`src/rtl/pm_bridge_pkg.sv`:
```
package pm_bridge_pkg;

  typedef enum logic [1:0] {
    PS_D0    = 2'b00,
    PS_D1    = 2'b01,
    PS_D2    = 2'b10,
    PS_D3HOT = 2'b11
  } pstate_e;

  // host register field positions
  localparam int unsigned H_PS_LSB  = 0;
  localparam int unsigned H_EN_BIT  = 4;
  localparam int unsigned H_STS_BIT = 7;

  // local register map
  localparam int unsigned L_ADDR_CTL  = 0;
  localparam int unsigned L_ADDR_MASK = 1;
  localparam int unsigned L_CUR_LSB   = 0;
  localparam int unsigned L_NXT_LSB   = 4;
  localparam int unsigned L_EN_BIT    = 7;

  function automatic logic pme_drive(input logic sts, input logic hen, input logic len);
    return sts & hen & len;
  endfunction

  function automatic logic awake_gate(input pstate_e cur);
    return cur != PS_D0;
  endfunction

endpackage

```
`src/rtl/pm_wake_gate.sv`:
```
module pm_wake_gate
  import pm_bridge_pkg::*;
#(
  parameter int unsigned WAKE_N = 5
) (
  input  logic              clk,
  input  logic              rst_n,
  input  logic [WAKE_N-1:0] wake_in,
  input  logic [WAKE_N-1:0] wake_mask,
  input  pstate_e           cur_state,
  output logic              wake_set
);

  logic [WAKE_N-1:0] hit;

  generate
    for (genvar g = 0; g < WAKE_N; g++) begin : g_src
      logic prev_q;
      always_ff @(posedge clk or negedge rst_n) begin
        if (!rst_n) prev_q <= 1'b0;
        else        prev_q <= wake_in[g];
      end
      assign hit[g] = wake_in[g] & ~prev_q & wake_mask[g];
    end
  endgenerate

  assign wake_set = awake_gate(cur_state) & (|hit);

  // a set event must come from a source the mask admits
  assert_set_masked_R6: assert property (@(posedge clk) disable iff (!rst_n)
    wake_set |-> ((wake_in & wake_mask) != '0));

endmodule

```
`src/rtl/pm_host_regs.sv`:
```
module pm_host_regs
  import pm_bridge_pkg::*;
#(
  parameter int unsigned DATA_W = 8
) (
  input  logic              clk,
  input  logic              rst_n,
  input  logic              h_wr,
  input  logic [DATA_W-1:0] h_wdata,
  input  pstate_e           cur_state,
  input  logic              wake_set,
  output pstate_e           next_req,
  output logic              host_pme_en,
  output logic              pme_status,
  output logic [DATA_W-1:0] h_rdata
);

  logic clr_req;
  assign clr_req = h_wr & h_wdata[H_STS_BIT];

  always_ff @(posedge clk or negedge rst_n) begin
    if (!rst_n) begin
      next_req    <= PS_D0;
      host_pme_en <= 1'b0;
      pme_status  <= 1'b0;
    end else begin
      if (h_wr) begin
        next_req    <= pstate_e'(h_wdata[H_PS_LSB +: 2]);
        host_pme_en <= h_wdata[H_EN_BIT];
      end
      if (wake_set)     pme_status <= 1'b1;
      else if (clr_req) pme_status <= 1'b0;
    end
  end

  always_comb begin
    h_rdata = '0;
    h_rdata[H_PS_LSB +: 2] = cur_state;
    h_rdata[H_EN_BIT]      = host_pme_en;
    h_rdata[H_STS_BIT]     = pme_status;
  end

  assert_next_follows_R2: assert property (@(posedge clk) disable iff (!rst_n)
    h_wr |=> (next_req == $past(h_wdata[H_PS_LSB +: 2])));

  assert_w1c_clears_R10: assert property (@(posedge clk) disable iff (!rst_n)
    (clr_req && !wake_set) |=> !pme_status);

  assert_no_wake_in_d0_R7: assert property (@(posedge clk) disable iff (!rst_n)
    $rose(pme_status) |-> $past(cur_state != PS_D0));

  assert_wake_latches_R6: assert property (@(posedge clk) disable iff (!rst_n)
    wake_set |=> pme_status);

endmodule

```
`src/rtl/pm_local_regs.sv`:
```
module pm_local_regs
  import pm_bridge_pkg::*;
#(
  parameter int unsigned WAKE_N = 5,
  parameter int unsigned DATA_W = 8,
  parameter int unsigned ADDR_W = 2
) (
  input  logic              clk,
  input  logic              rst_n,
  input  logic              l_wr,
  input  logic [ADDR_W-1:0] l_addr,
  input  logic [DATA_W-1:0] l_wdata,
  input  pstate_e           next_req,
  output pstate_e           cur_state,
  output logic              local_pme_en,
  output logic [WAKE_N-1:0] wake_mask,
  output logic [DATA_W-1:0] l_rdata,
  output logic              state_differs
);

  logic wr_ctl, wr_mask;
  assign wr_ctl  = l_wr && (l_addr == ADDR_W'(L_ADDR_CTL));
  assign wr_mask = l_wr && (l_addr == ADDR_W'(L_ADDR_MASK));

  always_ff @(posedge clk or negedge rst_n) begin
    if (!rst_n) begin
      cur_state    <= PS_D0;
      local_pme_en <= 1'b0;
      wake_mask    <= '0;
    end else begin
      if (wr_ctl) begin
        cur_state    <= pstate_e'(l_wdata[L_CUR_LSB +: 2]);
        local_pme_en <= l_wdata[L_EN_BIT];
      end
      if (wr_mask) wake_mask <= l_wdata[WAKE_N-1:0];
    end
  end

  assign state_differs = (next_req != cur_state);

  always_comb begin
    l_rdata = '0;
    if (l_addr == ADDR_W'(L_ADDR_CTL)) begin
      l_rdata[L_CUR_LSB +: 2] = cur_state;
      l_rdata[L_NXT_LSB +: 2] = next_req;
      l_rdata[L_EN_BIT]       = local_pme_en;
    end else if (l_addr == ADDR_W'(L_ADDR_MASK)) begin
      l_rdata[WAKE_N-1:0] = wake_mask;
    end
  end

  assert_cur_holds_R5: assert property (@(posedge clk) disable iff (!rst_n)
    !wr_ctl |=> $stable(cur_state));

  assert_irq_has_cause_R3: assert property (@(posedge clk) disable iff (!rst_n)
    $rose(state_differs) |-> ($past(wr_ctl) || !$stable(next_req)));

endmodule

```
`src/rtl/pm_state_bridge.sv`:
```
module pm_state_bridge
  import pm_bridge_pkg::*;
#(
  parameter int unsigned WAKE_N = 5,
  parameter int unsigned DATA_W = 8,
  parameter int unsigned ADDR_W = 2
) (
  input  logic              clk,
  input  logic              rst_n,
  input  logic              h_wr,
  input  logic [DATA_W-1:0] h_wdata,
  output logic [DATA_W-1:0] h_rdata,
  input  logic              l_wr,
  input  logic [ADDR_W-1:0] l_addr,
  input  logic [DATA_W-1:0] l_wdata,
  output logic [DATA_W-1:0] l_rdata,
  input  logic [WAKE_N-1:0] wake_in,
  output logic              core_irq,
  output logic              pme_n
);

  pstate_e           next_req, cur_state;
  logic              host_pme_en, local_pme_en, pme_status;
  logic              wake_set, state_differs;
  logic [WAKE_N-1:0] wake_mask;

  pm_host_regs #(.DATA_W(DATA_W)) u_host (
    .clk(clk), .rst_n(rst_n), .h_wr(h_wr), .h_wdata(h_wdata),
    .cur_state(cur_state), .wake_set(wake_set), .next_req(next_req),
    .host_pme_en(host_pme_en), .pme_status(pme_status), .h_rdata(h_rdata)
  );

  pm_local_regs #(.WAKE_N(WAKE_N), .DATA_W(DATA_W), .ADDR_W(ADDR_W)) u_local (
    .clk(clk), .rst_n(rst_n), .l_wr(l_wr), .l_addr(l_addr), .l_wdata(l_wdata),
    .next_req(next_req), .cur_state(cur_state), .local_pme_en(local_pme_en),
    .wake_mask(wake_mask), .l_rdata(l_rdata), .state_differs(state_differs)
  );

  pm_wake_gate #(.WAKE_N(WAKE_N)) u_wake (
    .clk(clk), .rst_n(rst_n), .wake_in(wake_in), .wake_mask(wake_mask),
    .cur_state(cur_state), .wake_set(wake_set)
  );

  assign core_irq = state_differs;
  assign pme_n    = ~pme_drive(pme_status, host_pme_en, local_pme_en);

  // the event output only falls as a result of a register write or a wake edge
  assert_pme_has_cause_R9: assert property (@(posedge clk) disable iff (!rst_n)
    $fell(pme_n) |-> $past(wake_set || h_wr || l_wr));

  // a pending request alone never commits a state
  assert_irq_stays_R3: assert property (@(posedge clk) disable iff (!rst_n)
    (core_irq && !l_wr && !h_wr) |=> core_irq);

endmodule

```
`config.mk`:
```
export PLATFORM = sky130hd
export DESIGN_NAME = pm_state_bridge
export DESIGN_NICKNAME = d
export VERILOG_FILES = /design/src/rtl/pm_bridge_pkg.sv /design/src/rtl/pm_wake_gate.sv /design/src/rtl/pm_host_regs.sv /design/src/rtl/pm_local_regs.sv /design/src/rtl/pm_state_bridge.sv
export SDC_FILE = /design/constraint.sdc
export NUM_CORES = 1
export LEC_CHECK = 0
export BUFFER_PORTS_ARGS = -buffer_cell sky130_fd_sc_hd__buf_2
export CAP_MARGIN = 20
export CORE_MARGIN = 4
export CORE_UTILIZATION = 43
export CTS_BUF_LIST = sky130_fd_sc_hd__clkbuf_4 sky130_fd_sc_hd__clkbuf_8
export CTS_CLUSTER_SIZE = 20
export DETAILED_ROUTE_END_ITERATION = 7
export PLACE_DENSITY = 0.87
export SLEW_MARGIN = 25
export SYNTH_ARGS = -nofsm -noshare
export SYNTH_HDL_FRONTEND = slang
export SYNTH_HIERARCHICAL = 1
export SYNTH_SLANG_ARGS = --single-unit
```
`constraint.sdc`:
```
create_clock -name clk -period 1.44 [get_ports clk]
set_input_delay 0.288 -clock clk [delete_from_list [all_inputs] [get_ports clk]]
set_output_delay 0.288 -clock clk [all_outputs]
set_load 0.005 [all_outputs]
```
-- Yosys cells after proc, flatten, opt, wreduce, memory -nomap -nowiden
Index checks and enable logic that the tools add are counted.
W data, S select, Z words.
- word-level logic and storage cells: 47
- bits in writable memories: 0
- output and inout bits: 18
- memory bits (read-only): 0
- register bits: 17
- memories: 0
- latch bits: 0
- input bits: 27
- $lt $le $gt $ge: 0
- add/subtract/negate cells: 0
- reductions and logical operators: 6
- shifts and indexed selects: 0
- divide/modulo/power cells: 0
- multiplexer cells: 8
- $mul: 0
- bitwise operators: 20
- eq/ne operators: 2
- operator list (operator ; number):
    $and A1 B1 Y1 ; 14
    $not A1 Y1 ; 6
    $mux W1 ; 5
    $mux W5 ; 1
    $reduce_or A5 Y1 ; 1
    $mux W2 ; 2
    $reduce_bool A2 Y1 ; 2
    $eq A2 B1 Y1 const B ; 1
    $logic_and A1 B1 Y1 ; 2
    $logic_not A2 Y1 ; 1
    $ne A2 B2 Y1 ; 1

-- Logic depth before layout (Yosys ltp)
Gate-level depths: netlist (run 1).
- depth in word-level cells: 6
- depth in mapped cells: 4
- depth with buffers taken out: 4

-- By module
The synthesis (run 1) kept the hierarchy.
- by module, submodules not included (module ; cells an instance ; times used ; area each (um2)):
    pm_local_regs ; 35 ; 1 ; 457.9
    pm_host_regs ; 18 ; 1 ; 209.0
    pm_wake_gate ; 14 ; 1 ; 170.2
    pm_state_bridge ; 1 ; 1 ; 5.0

-- Least setup slack after synthesis (run 1)
Ideal clock, no wire load.
- path type: input to register
- start: in l_addr[0]
- end: reg u_local.cur_state[0]
- slack: 346 ps
- cell stages on the path: 3
- setup time: 128 ps
- required time: 1312 ps
- arrival time: 966 ps
- cells stage by stage: buf_6 > nor3b_4 > mux2_1
- longest elaborated chain between the ends: 2
- RTL lines (item ; line ; source):
    start: declaration ; pm_state_bridge.sv:14 ; input logic [ADDR_W-1:0] l_addr,
    $logic_not A2 Y1 ; pm_local_regs.sv:22 ; assign wr_ctl = l_wr && (l_addr == ADDR_W'(L_ADDR_CTL));
    $logic_and A1 B1 Y1 ; pm_local_regs.sv:22 ;
    end signal: assignment ; pm_local_regs.sv:32 ; cur_state <= pstate_e'(l_wdata[L_CUR_LSB +: 2]);
    end: declaration ; pm_local_regs.sv:14 ; output pstate_e cur_state,
Every way passes these cells.
A chain may end at the register's enable or synchronous reset.

-- Final worst setup path (run 1)
- start: reg u_local.cur_state[1]
- end: out core_irq
- longest elaborated chain between the ends: 1
- RTL lines (item ; line ; source):
    $ne A2 B2 Y1 ; pm_local_regs.sv:39 ; assign state_differs = (next_req != cur_state);
    end: declaration ; pm_state_bridge.sv:18 ; output logic core_irq,
Every way passes these cells.

==> results of run 1 <==
per-layer routing:
metal  routed length, um  GRT usage [%]  share of wire (%)  vias to the layer above
li1                    -              -                  -                      280
met4                   5           6.38               0.30                        0
met5                   0              0                  0                        -
met1                 660           13.9                 40                      286
met2                 889           23.0                 54                       20
met3                  96           1.14                5.8                        2
layout by cell type (no fill, tap or decap):
master,synthesis,routed
sky130_fd_sc_hd__conb_1,2,5
sky130_fd_sc_hd__dlygate4sd3_1,0,1
sky130_fd_sc_hd__dfrtp_2,0,1
sky130_fd_sc_hd__mux2_2,8,8
sky130_fd_sc_hd__mux2i_1,3,3
sky130_fd_sc_hd__buf_2,0,33
sky130_fd_sc_hd__nand2_1,7,7
sky130_fd_sc_hd__clkinv_2,0,1
sky130_fd_sc_hd__nor3b_1,2,2
sky130_fd_sc_hd__nand3b_4,1,1
sky130_fd_sc_hd__nor3b_4,1,1
sky130_fd_sc_hd__o32a_1,1,1
sky130_fd_sc_hd__a21o_1,1,1
sky130_fd_sc_hd__dfrtp_1,17,16
sky130_fd_sc_hd__and3b_1,2,2
sky130_fd_sc_hd__nor2_1,4,4
sky130_fd_sc_hd__buf_4,9,1
sky130_fd_sc_hd__nand3_1,1,1
sky130_fd_sc_hd__o22ai_1,2,2
sky130_fd_sc_hd__mux2_1,3,3
sky130_fd_sc_hd__xnor2_1,2,2
sky130_fd_sc_hd__clkbuf_4,0,3
per-stage QoR:
stage	instance area, um2	hold WS, ns	setup slack [ns]
2_1_floorplan	853	-0.00759	0.346
3_5_place_dp	960	0.221	0.216
6_report	1010	0.117	0.0936
3_3_place_gp	960	0.213	0.223
4_1_cts	997	0.109	0.0661
5_1_grt	1010	0.101	0.00392
flip-flops by register name (all words and copies together), names as in the netlist:
name and count:
u_local/wake_mask 5, u_wake/g_src.prev_q 5, u_host/next_req 2, u_local/cur_state 2
u_host/host_pme_en 1, u_host/pme_status 1, u_local/local_pme_en 1
synth_stat cells (all sizes together):
cell type  number  area, um2
xnor2           2       17.5
o32a            1       10.0
buf            11       90.1
a21o            1       7.51
nand2           7       26.3
conb            2       7.51
mux2           11        124
and3b           2       17.5
nand3           1       5.00
nor3b           3       33.8
o22ai           2       12.5
nor2            4       15.0
mux2i           3       30.0
nand3b          1       20.0
dfrtp          17        425
repair_timing:
action | CTS | global route
setup endpoints to repair | 0 | 1
setup buffers | 0 | 1
hold buffers | 1 | 0
resized for setup | 0 | 1
endpoints found under the hold margin | 17 | 0
final cells by class:
class	count	area share, %
flip-flops and latches	17	42.4
multi-input cells	43	33.6
well taps	25	3.11
clock inverters	1	0.498
clock buffers	3	2.24
repair buffers	35	18.2
power by group:
part	switching [mW]	internal, mW	total [mW]
clock network	0.140	0.103	0.243
registers	0.0567	0.545	0.602
logic	0.103	0.148	0.252
total	0.300	0.796	1.10
cells by family after synthesis:
| logic type | Yosys count | synth area share, % |
|---|---|---|
| other cells | 2 | 0.892 |
| buf+inv | 11 | 10.7 |
| flops | 17 | 50.5 |
| simple gates | 18 | 14.0 |
| xor+xnor | 2 | 2.08 |
| mux | 14 | 18.3 |
| compound gates | 4 | 3.57 |
final timing paths:
check,slack (ns),depth (start not counted),start,endpoint
max,0.09,3,u_local/cur_state[1],core_irq
min,0.12,1,wake_in[3],u_wake/g_src[3].prev_q
max reg2reg,0.27,4,u_local/wake_mask[4],u_host/pme_status
min reg2reg,0.52,1,u_host/pme_status,u_host/pme_status
max in group asynchronous,0.71,2,rst_n,u_local/cur_state[1]
min in group asynchronous,0.44,2,rst_n,u_wake/g_src[2].prev_q
worst max-delay path: cells and delay by family (launching register included):
kind	cells	cell delay, ns
flip-flops	1	0.45
buffers and inverters	1	0.12
AND/OR/NAND/NOR	1	0.06
XOR/XNOR	1	0.15
==> metrics.txt, run 1 <==
# TYPE chip_impl_metric gauge
chip_impl_metric{name="multi_input_area",unit="um2"} 338
chip_impl_metric{name="port_buffers",unit=""} 33
chip_impl_metric{name="number_of_flip_flops_and_latches_in_the_synthesized_netlist",unit=""} 17
chip_impl_metric{name="drv_slew",unit=""} 0
chip_impl_metric{name="max-cap-violations",unit=""} 0
chip_impl_metric{name="rows",unit=""} 15
chip_impl_metric{name="antenna_violations_before_repair",unit=""} 0
chip_impl_metric{name="dpl.cell_count",unit=""} 118
chip_impl_metric{name="post-route-util",unit="%"} 56.4
chip_impl_metric{name="cts-root-to-sink-buffers",unit=""} 2
chip_impl_metric{name="tritoncts_sink_count",unit=""} 17
chip_impl_metric{name="timing.final.hold_violations",unit=""} 0
chip_impl_metric{name="grt.total_usage",unit="%"} 12.4
chip_impl_metric{name="finalSetupViolCount",unit=""} 0
chip_impl_info{name="timing.critical_path.from_type",value="flip-flop"} 1
chip_impl_metric{name="clock_latency",unit="ns"} 0.28
chip_impl_metric{name="die_width",unit="um"} 52.3
chip_impl_metric{name="ys.warnings.count",unit=""} 6
chip_impl_metric{name="finalWorstPathRequiredPeriod",unit="ns"} 1.35
chip_impl_metric{name="initial_core_util",unit="%"} 47.2
chip_impl_metric{name="first_global_vias",unit=""} 601
chip_impl_metric{name="static_leakage",unit="nW"} 0.515
chip_impl_metric{name="cts_inserted_buffers",unit=""} 3
chip_impl_metric{name="route.detailed.wl_per_inst",unit="um"} 13.3
chip_impl_metric{name="sequential_cell_area",unit="um2"} 427
chip_impl_metric{name="routed-via-count",unit=""} 588
chip_impl_metric{name="avgViaCountPerCell",unit=""} 4.74
chip_impl_info{name="crit_path_end_kind",value="output pin"} 1
chip_impl_metric{name="gr_overflow_total",unit=""} 0
chip_impl_metric{name="crit_arrival",unit="ns"} 1.06
chip_impl_metric{name="design.die.area",unit="um2"} 2730
chip_impl_metric{name="design_power_total",unit="mW"} 1.10
chip_impl_metric{name="n_fill_cell",unit=""} 163
chip_impl_info{name="cts_tree",value="built"} 1
chip_impl_metric{name="post_synth_num_cell_types",unit=""} 18
chip_impl_info{name="critical_path.slowest_cell",value="sky130_fd_sc_hd__dfrtp_2"} 1
chip_impl_metric{name="post_synthesis_cell_area",unit="um2"} 842
chip_impl_metric{name="antenna_cells_inserted",unit=""} 0
chip_impl_metric{name="worst_ep_required_time",unit="ns"} 1.15
chip_impl_metric{name="reg_clk_slew_reported_paths",unit="ns"} 0.10
chip_impl_metric{name="boundaryPins",unit=""} 45
chip_impl_metric{name="avgSynthCellArea",unit="um2"} 12.4
chip_impl_info{name="worstPathCellList",value="xnor2_1 > nand2_1 > buf_2"} 1
chip_impl_metric{name="ir_drop",unit="V"} 0.000429
chip_impl_metric{name="final_cells",unit=""} 124
chip_impl_metric{name="initialDrtViolationCount",unit=""} 3
chip_impl_metric{name="cts_max_level",unit=""} 1
chip_impl_metric{name="detail-route-antenna-nets",unit=""} 0
chip_impl_info{name="path_class",value="flip-flop to output pin"} 1
chip_impl_metric{name="p_per_area",unit="nW/um2"} 1090
chip_impl_metric{name="skew",unit="ns"} 0.00605
chip_impl_info{name="hold_path_class",value="primary input to flip-flop"} 1
chip_impl_metric{name="area_delta_synth_final",unit="%"} 19.5
chip_impl_metric{name="slowest_delay",unit="ns"} 0.45
chip_impl_metric{name="gpl.final_weighted_congestion",unit=""} 0.758
chip_impl_metric{name="drt-total-wl",unit="um"} 1650
chip_impl_metric{name="fin_nets",unit=""} 127
chip_impl_metric{name="grt_first_pass_wirelength",unit="um"} 2500
chip_impl_metric{name="proportion_of_layout_cells_with_a_drive_suffix_above_1",unit="%"} 49.5
chip_impl_metric{name="detailedPlacementHpwl",unit="um"} 1340
chip_impl_info{name="rsz0062_at_grt",value="false"} 1
chip_impl_metric{name="fmax",unit="MHz"} 743
chip_impl_metric{name="synth.yosys.seq_area_share",unit="%"} 50.5
chip_impl_metric{name="post_synth_inst_count",unit=""} 68
chip_impl_info{name="cts-root-buf",value="sky130_fd_sc_hd__clkbuf_4"} 1
chip_impl_metric{name="die_span_in_y",unit="um"} 52.3
chip_impl_metric{name="grt_max_degree",unit=""} 18
chip_impl_metric{name="critPathMaxFanout",unit=""} 4
chip_impl_metric{name="drt_drc_violations_left",unit=""} 0
chip_impl_info{name="outcome",value="finished, final reports clean"} 1
chip_impl_metric{name="timing.setup.tns",unit="ns"} 0
chip_impl_metric{name="drtPass1Iterations",unit=""} 4
chip_impl_metric{name="floorplan.core_area",unit="um2"} 1780
chip_impl_metric{name="min_period_over_period",unit="%"} 93.5
Note: power is estimated with default switching activity, not from simulation.
==> run 2: changes to the inputs <==
--- a/config.mk
+++ b/config.mk
@@ -12,6 +12,7 @@
 export CTS_BUF_LIST = sky130_fd_sc_hd__clkbuf_4 sky130_fd_sc_hd__clkbuf_8
 export CTS_CLUSTER_SIZE = 20
 export DETAILED_ROUTE_END_ITERATION = 7
+export MAX_ROUTING_LAYER = met4
 export PLACE_DENSITY = 0.87
 export SLEW_MARGIN = 25
 export SYNTH_ARGS = -nofsm -noshare
==> run 2 against run 1 <==
  * Core utilization unchanged
  * Non-clock buffer count unchanged
  * Cell count unchanged
  * Cell area unchanged
  * First-iteration DRC count increased by 130%
  * Global-route usage increased by 0.38 points
  * Power about the same
  * Clock power about the same
  * Sequential power about the same
  * Sequential share of layout area unchanged
  * Hold slack about the same
  * Largest cell class unchanged
==> metrics.txt, run 2 (synthesis results as in run 1) <==
# TYPE chip_impl_metric gauge
chip_impl_metric{name="timing.final.hold_violations",unit=""} 0
chip_impl_metric{name="drt_drc_violations_left",unit=""} 0
chip_impl_metric{name="grt_first_pass_wirelength",unit="um"} 2510
chip_impl_metric{name="die_width",unit="um"} 52.3
chip_impl_metric{name="min_period_over_period",unit="%"} 93.5
chip_impl_metric{name="finalSetupViolCount",unit=""} 0
chip_impl_metric{name="worst_ep_required_time",unit="ns"} 1.15
chip_impl_metric{name="fin_hold_ws",unit="ns"} 0.117
chip_impl_metric{name="gr_overflow_total",unit=""} 0
chip_impl_metric{name="cts_max_level",unit=""} 1
chip_impl_info{name="hold_path_class",value="primary input to flip-flop"} 1
chip_impl_metric{name="cts-root-to-sink-buffers",unit=""} 2
chip_impl_metric{name="die_span_in_y",unit="um"} 52.3
chip_impl_metric{name="floorplan.core_area",unit="um2"} 1780
chip_impl_metric{name="antenna_cells_inserted",unit=""} 0
chip_impl_metric{name="rows",unit=""} 15
chip_impl_metric{name="fin_nets",unit=""} 127
chip_impl_metric{name="area_delta_synth_final",unit="%"} 19.5
chip_impl_info{name="cts_tree",value="built"} 1
chip_impl_info{name="cts-root-buf",value="sky130_fd_sc_hd__clkbuf_4"} 1
chip_impl_metric{name="cts_inserted_buffers",unit=""} 3
chip_impl_info{name="timing.critical_path.from_type",value="flip-flop"} 1
chip_impl_metric{name="max-cap-violations",unit=""} 0
chip_impl_metric{name="grt.total_usage",unit="%"} 12.8
chip_impl_metric{name="antenna_violations_before_repair",unit=""} 0
chip_impl_metric{name="avgViaCountPerCell",unit=""} 4.76
chip_impl_metric{name="reg_clk_slew_reported_paths",unit="ns"} 0.10
chip_impl_metric{name="ir_drop",unit="V"} 0.000429
chip_impl_info{name="highest_count_cells_in_the_layout_ignoring_fill_and_taps",value="33 x sky130_fd_sc_hd__buf_2, 16 x sky130_fd_sc_hd__dfrtp_1, 8 x sky130_fd_sc_hd__mux2_2"} 1
chip_impl_metric{name="drv_slew",unit=""} 0
chip_impl_metric{name="critPathMaxFanout",unit=""} 4
chip_impl_info{name="rsz0062_at_grt",value="false"} 1
chip_impl_metric{name="static_leakage",unit="nW"} 0.515
chip_impl_info{name="path_class",value="flip-flop to output pin"} 1
chip_impl_info{name="crit_path_end_kind",value="output pin"} 1
chip_impl_info{name="outcome",value="finished, final reports clean"} 1
chip_impl_metric{name="drtPass1Iterations",unit=""} 4
chip_impl_metric{name="route.detailed.wl_per_inst",unit="um"} 13.3
chip_impl_metric{name="detailedPlacementHpwl",unit="um"} 1340
chip_impl_info{name="worstSetupStartpoint",value="u_local/cur_state[1]"} 1
chip_impl_metric{name="boundaryPins",unit=""} 45
chip_impl_metric{name="skew",unit="ns"} 0.00605
chip_impl_metric{name="design.die.area",unit="um2"} 2730
chip_impl_metric{name="grt_max_degree",unit=""} 18
chip_impl_metric{name="routed-via-count",unit=""} 590
chip_impl_metric{name="tritoncts_sink_count",unit=""} 17
chip_impl_info{name="reg.largest.list",value="u_local/wake_mask x5, u_wake/g_src.prev_q x5"} 1
chip_impl_info{name="mostFrequentLayoutCell",value="sky130_fd_sc_hd__buf_2"} 1
chip_impl_metric{name="fmax",unit="MHz"} 743
chip_impl_metric{name="clock_latency",unit="ns"} 0.28
chip_impl_metric{name="timing.setup.tns",unit="ns"} 0
chip_impl_metric{name="proportion_of_layout_cells_with_a_drive_suffix_above_1",unit="%"} 49.5
chip_impl_metric{name="gpl.final_weighted_congestion",unit=""} 0.768
chip_impl_metric{name="crit_arrival",unit="ns"} 1.06
chip_impl_metric{name="design_power_total",unit="mW"} 1.10
chip_impl_metric{name="first_global_vias",unit=""} 599
chip_impl_metric{name="drt-total-wl",unit="um"} 1650
chip_impl_metric{name="port_buffers",unit=""} 33
chip_impl_info{name="min-delay-start",value="wake_in[3]"} 1
chip_impl_info{name="regToRegStartpoint",value="u_local/wake_mask[4]"} 1
chip_impl_metric{name="detail-route-antenna-nets",unit=""} 0
chip_impl_metric{name="p_per_area",unit="nW/um2"} 1090
chip_impl_metric{name="initial_core_util",unit="%"} 47.2
chip_impl_metric{name="initialDrtViolationCount",unit=""} 7
chip_impl_metric{name="finalWorstPathRequiredPeriod",unit="ns"} 1.35
run 2: cell counts in the layout (fill, tap and decap cells not counted):
No cell type changed its count.
run 2: cell type report:
class	instances	area, um2
Tap cell	25	31.3
Multi-Input combinational cell	43	338
Sequential cell	17	427
Clock buffer	3	22.5
Clock inverter	1	5.00
Fill cell	163	777
Timing Repair Buffer	35	183
run 2: worst paths after layout:
kind | slack (ns) | depth (start not counted) | to
hold reg to reg | 0.52 | 1 | u_host/pme_status
setup / recovery | 0.09 | 3 | core_irq
max in group asynchronous | 0.71 | 2 | u_local/cur_state[1]
setup reg to reg | 0.27 | 4 | u_host/pme_status
hold / removal | 0.12 | 1 | u_wake/g_src[3].prev_q
min in group asynchronous | 0.44 | 2 | u_wake/g_src[2].prev_q
run 2: layer usage:
layer	vias to the layer above	global-route usage, %	share of wire (%)	wire length (um)
li1	280	-	-	-
met1	287	14.1	40	654
met2	23	23.0	54	888
met3	0	1.14	6.3	104
met4	0	6.38	0	0
met5	-	-	0	0
run 2: power breakdown:
part / internal [mW] / switching [mW]
clock: 0.103 / 0.140
sequential: 0.545 / 0.0564
combinational: 0.148 / 0.103
total: 0.796 / 0.300
run 2: timing repair:
item	CTS	global route
gates resized for setup	0	1
setup buffers	0	1
hold buffers	1	0
endpoints found under the setup margin	0	1
endpoints found under the hold margin	17	0
run 2: worst max-delay path, cell delays in order (launching register included):
cell                      delay, ns
sky130_fd_sc_hd__dfrtp_2       0.45
sky130_fd_sc_hd__xnor2_1       0.15
sky130_fd_sc_hd__nand2_1       0.06
sky130_fd_sc_hd__buf_2         0.12
run 2: through the flow:
step | instance area, um2 | util [%] | cells | setup WS (ns)
after floorplan | 853 | - | 71 | 0.346
after global placement | 960 | 53.8 | 118 | 0.223
after detailed placement | 960 | 53.8 | 118 | 0.216
after CTS | 997 | 55.9 | 123 | 0.0661
after global routing | 1010 | 56.4 | 124 | 0.00392
final | 1010 | 56.4 | 124 | 0.0935
==> run 3: changes to the inputs <==
--- a/config.mk
+++ b/config.mk
@@ -7,7 +7,6 @@
 export LEC_CHECK = 0
 export BUFFER_PORTS_ARGS = -buffer_cell sky130_fd_sc_hd__buf_2
 export CAP_MARGIN = 20
-export CORE_MARGIN = 4
 export CORE_UTILIZATION = 43
 export CTS_BUF_LIST = sky130_fd_sc_hd__clkbuf_4 sky130_fd_sc_hd__clkbuf_8
 export CTS_CLUSTER_SIZE = 20
==> run 3 against run 2 <==
  * Combinational power decreased by 3%
  * Sequential share of layout area increased by 0.25 points
  * Wire length decreased by 3.8%
  * Power decreased by 0.20%
  * Global-route usage increased by 6.0 points
==> metrics.txt, run 3 (synthesis results as in run 1) <==
# TYPE chip_impl_metric gauge
chip_impl_info{name="outcome",value="finished, final reports clean"} 1
chip_impl_metric{name="finalSetupViolCount",unit=""} 0
chip_impl_metric{name="die_width",unit="um"} 46.3
chip_impl_metric{name="sequential_cell_area",unit="um2"} 425
chip_impl_metric{name="worst_ep_required_time",unit="ns"} 1.15
chip_impl_metric{name="p_per_area",unit="nW/um2"} 1100
chip_impl_info{name="cts_tree",value="built"} 1
chip_impl_metric{name="drt_drc_violations_left",unit=""} 0
chip_impl_metric{name="total_internal_power",unit="mW"} 0.789
chip_impl_metric{name="avgViaCountPerCell",unit=""} 4.76
chip_impl_metric{name="antenna_cells_inserted",unit=""} 0
chip_impl_info{name="worstSetupStartpoint",value="u_local/cur_state[1]"} 1
chip_impl_metric{name="cts_max_level",unit=""} 1
chip_impl_info{name="cts-root-buf",value="sky130_fd_sc_hd__clkbuf_4"} 1
chip_impl_metric{name="first_global_vias",unit=""} 583
chip_impl_metric{name="fin_nets",unit=""} 126
chip_impl_metric{name="skew",unit="ns"} 0.00292
chip_impl_metric{name="gpl.final_weighted_congestion",unit=""} 0.711
chip_impl_metric{name="grt_max_degree",unit=""} 18
chip_impl_info{name="timing.critical_path.from_type",value="flip-flop"} 1
chip_impl_metric{name="timing.setup.tns",unit="ns"} 0
chip_impl_metric{name="min_period_over_period",unit="%"} 94.9
chip_impl_metric{name="detail-route-antenna-nets",unit=""} 0
chip_impl_metric{name="sequentialPowerShare",unit="%"} 55.0
chip_impl_metric{name="combinational_power_share",unit="%"} 22.3
chip_impl_info{name="highest_count_cells_in_the_layout_ignoring_fill_and_taps",value="33 x sky130_fd_sc_hd__buf_2, 17 x sky130_fd_sc_hd__dfrtp_1, 8 x sky130_fd_sc_hd__mux2_2"} 1
chip_impl_metric{name="ir_drop",unit="V"} 0.000501
chip_impl_metric{name="initialDrtViolationCount",unit=""} 9
chip_impl_info{name="reg.largest.list",value="u_local/wake_mask x5, u_wake/g_src.prev_q x5"} 1
chip_impl_metric{name="grt.total_usage",unit="%"} 18.8
chip_impl_metric{name="cts_inserted_buffers",unit=""} 3
chip_impl_metric{name="static_leakage",unit="nW"} 0.512
chip_impl_metric{name="detailedPlacementHpwl",unit="um"} 1240
chip_impl_metric{name="port_buffers",unit=""} 33
chip_impl_metric{name="antenna_violations_before_repair",unit=""} 0
chip_impl_metric{name="power.net_switching",unit="mW"} 0.305
chip_impl_metric{name="gr_overflow_total",unit=""} 0
chip_impl_metric{name="sw_frac_of_total",unit="%"} 27.9
chip_impl_metric{name="finalWorstPathRequiredPeriod",unit="ns"} 1.37
chip_impl_metric{name="tritoncts_sink_count",unit=""} 17
chip_impl_metric{name="critPathMaxFanout",unit=""} 5
chip_impl_metric{name="dpl_cell_area",unit="um2"} 960
chip_impl_metric{name="fmax",unit="MHz"} 732
chip_impl_metric{name="drt-total-wl",unit="um"} 1590
chip_impl_info{name="regToRegStartpoint",value="u_local/wake_mask[2]"} 1
chip_impl_metric{name="rows",unit=""} 15
chip_impl_metric{name="route.detailed.wl_per_inst",unit="um"} 12.9
chip_impl_metric{name="grt_first_pass_wirelength",unit="um"} 2650
chip_impl_metric{name="timing.final.hold_violations",unit=""} 0
chip_impl_info{name="crit_path_end_kind",value="output pin"} 1
chip_impl_info{name="mostFrequentLayoutCell",value="sky130_fd_sc_hd__buf_2"} 1
chip_impl_metric{name="drtPass1Iterations",unit=""} 4
chip_impl_metric{name="die_span_in_y",unit="um"} 46.3
chip_impl_metric{name="routed-via-count",unit=""} 586
chip_impl_metric{name="design.die.area",unit="um2"} 2140
chip_impl_metric{name="reg_clk_slew_reported_paths",unit="ns"} 0.10
chip_impl_metric{name="multi_input_area",unit="um2"} 338
chip_impl_metric{name="setup_slack",unit="ns"} 0.0735
chip_impl_info{name="path_class",value="flip-flop to output pin"} 1
chip_impl_metric{name="clock_latency",unit="ns"} 0.28
chip_impl_metric{name="proportion_of_layout_cells_with_a_drive_suffix_above_1",unit="%"} 48.0
chip_impl_metric{name="drv_slew",unit=""} 0
chip_impl_info{name="hold_path_class",value="primary input to flip-flop"} 1
chip_impl_metric{name="initial_core_util",unit="%"} 47.2
chip_impl_metric{name="n_fill_cell",unit=""} 157
chip_impl_metric{name="area_delta_synth_final",unit="%"} 18.4
chip_impl_metric{name="cts-root-to-sink-buffers",unit=""} 2
chip_impl_metric{name="pre_cts_slack",unit="ns"} 0.204
chip_impl_metric{name="crit_arrival",unit="ns"} 1.08
chip_impl_info{name="min-delay-start",value="wake_in[4]"} 1
chip_impl_info{name="rsz0062_at_grt",value="false"} 1
chip_impl_metric{name="floorplan.core_area",unit="um2"} 1780
chip_impl_metric{name="clkPwrFrac",unit="%"} 22.7
chip_impl_metric{name="boundaryPins",unit=""} 45
chip_impl_metric{name="final_area",unit="um2"} 997
chip_impl_metric{name="max-cap-violations",unit=""} 0
## run 3: changes by cell type in the layout (fill, tap and decap cells not counted), sizes merged
| cell | change |
|---|---|
| buf | -1 |
## run 3: final cells by class
class | count | area share [%]
Sequential cell | 17 | 42.7
Tap cell | 25 | 3.14
Multi-Input combinational cell | 43 | 33.9
Timing Repair Buffer | 34 | 17.6
Clock inverter | 1 | 0.502
Clock buffer | 3 | 2.26
## run 3: critical path, stage by stage (launching register included)
cell                      delay, ns
sky130_fd_sc_hd__dfrtp_1       0.44
sky130_fd_sc_hd__xnor2_1       0.17
sky130_fd_sc_hd__nand2_1       0.06
sky130_fd_sc_hd__buf_2         0.12
## run 3: what timing repair did
item | 4_1_cts | 5_1_grt
resized for setup | 0 | 0
endpoints found under the hold margin | 17 | 0
buffers inserted | 0 | 0
hold buffers | 1 | 0
## run 3: worst paths after layout
check	end	slack, ns	cells past startpoint
max in group asynchronous	u_wake/g_src[2].prev_q	0.74	2
max reg2reg	u_host/pme_status	0.28	4
min	u_wake/g_src[4].prev_q	0.12	1
min in group asynchronous	u_host/host_pme_en	0.43	2
max	core_irq	0.07	3
min reg2reg	u_local/local_pme_en	0.52	1
## run 3: power by group through the flow
stage	sequential [mW]	clock, mW	combinational, mW
after global placement	0.606	0	0.234
after global routing	0.614	0.279	0.272
after detailed placement	0.612	0	0.243
final	0.602	0.248	0.244
after floorplan	0.592	0	0.185
after CTS	0.603	0.259	0.247
## run 3: per-layer routing
metal | global-route usage, % | up-vias | wire [um]
met5 | - | - | 0
met4 | 7.06 | 0 | 14
met3 | 4.71 | 2 | 71
met2 | 31.3 | 24 | 858
met1 | 21.7 | 283 | 640
li1 | - | 277 | -
## run 3: stage by stage
step	hold slack [ns]	std cells	utilization (%)	total power, mW
2_1_floorplan	-0.00759	71	-	0.777
3_3_place_gp	0.214	118	53.8	0.840
3_5_place_dp	0.223	118	53.8	0.855
4_1_cts	0.108	123	55.9	1.11
5_1_grt	0.100	123	55.9	1.16
6_report	0.117	123	55.9	1.09
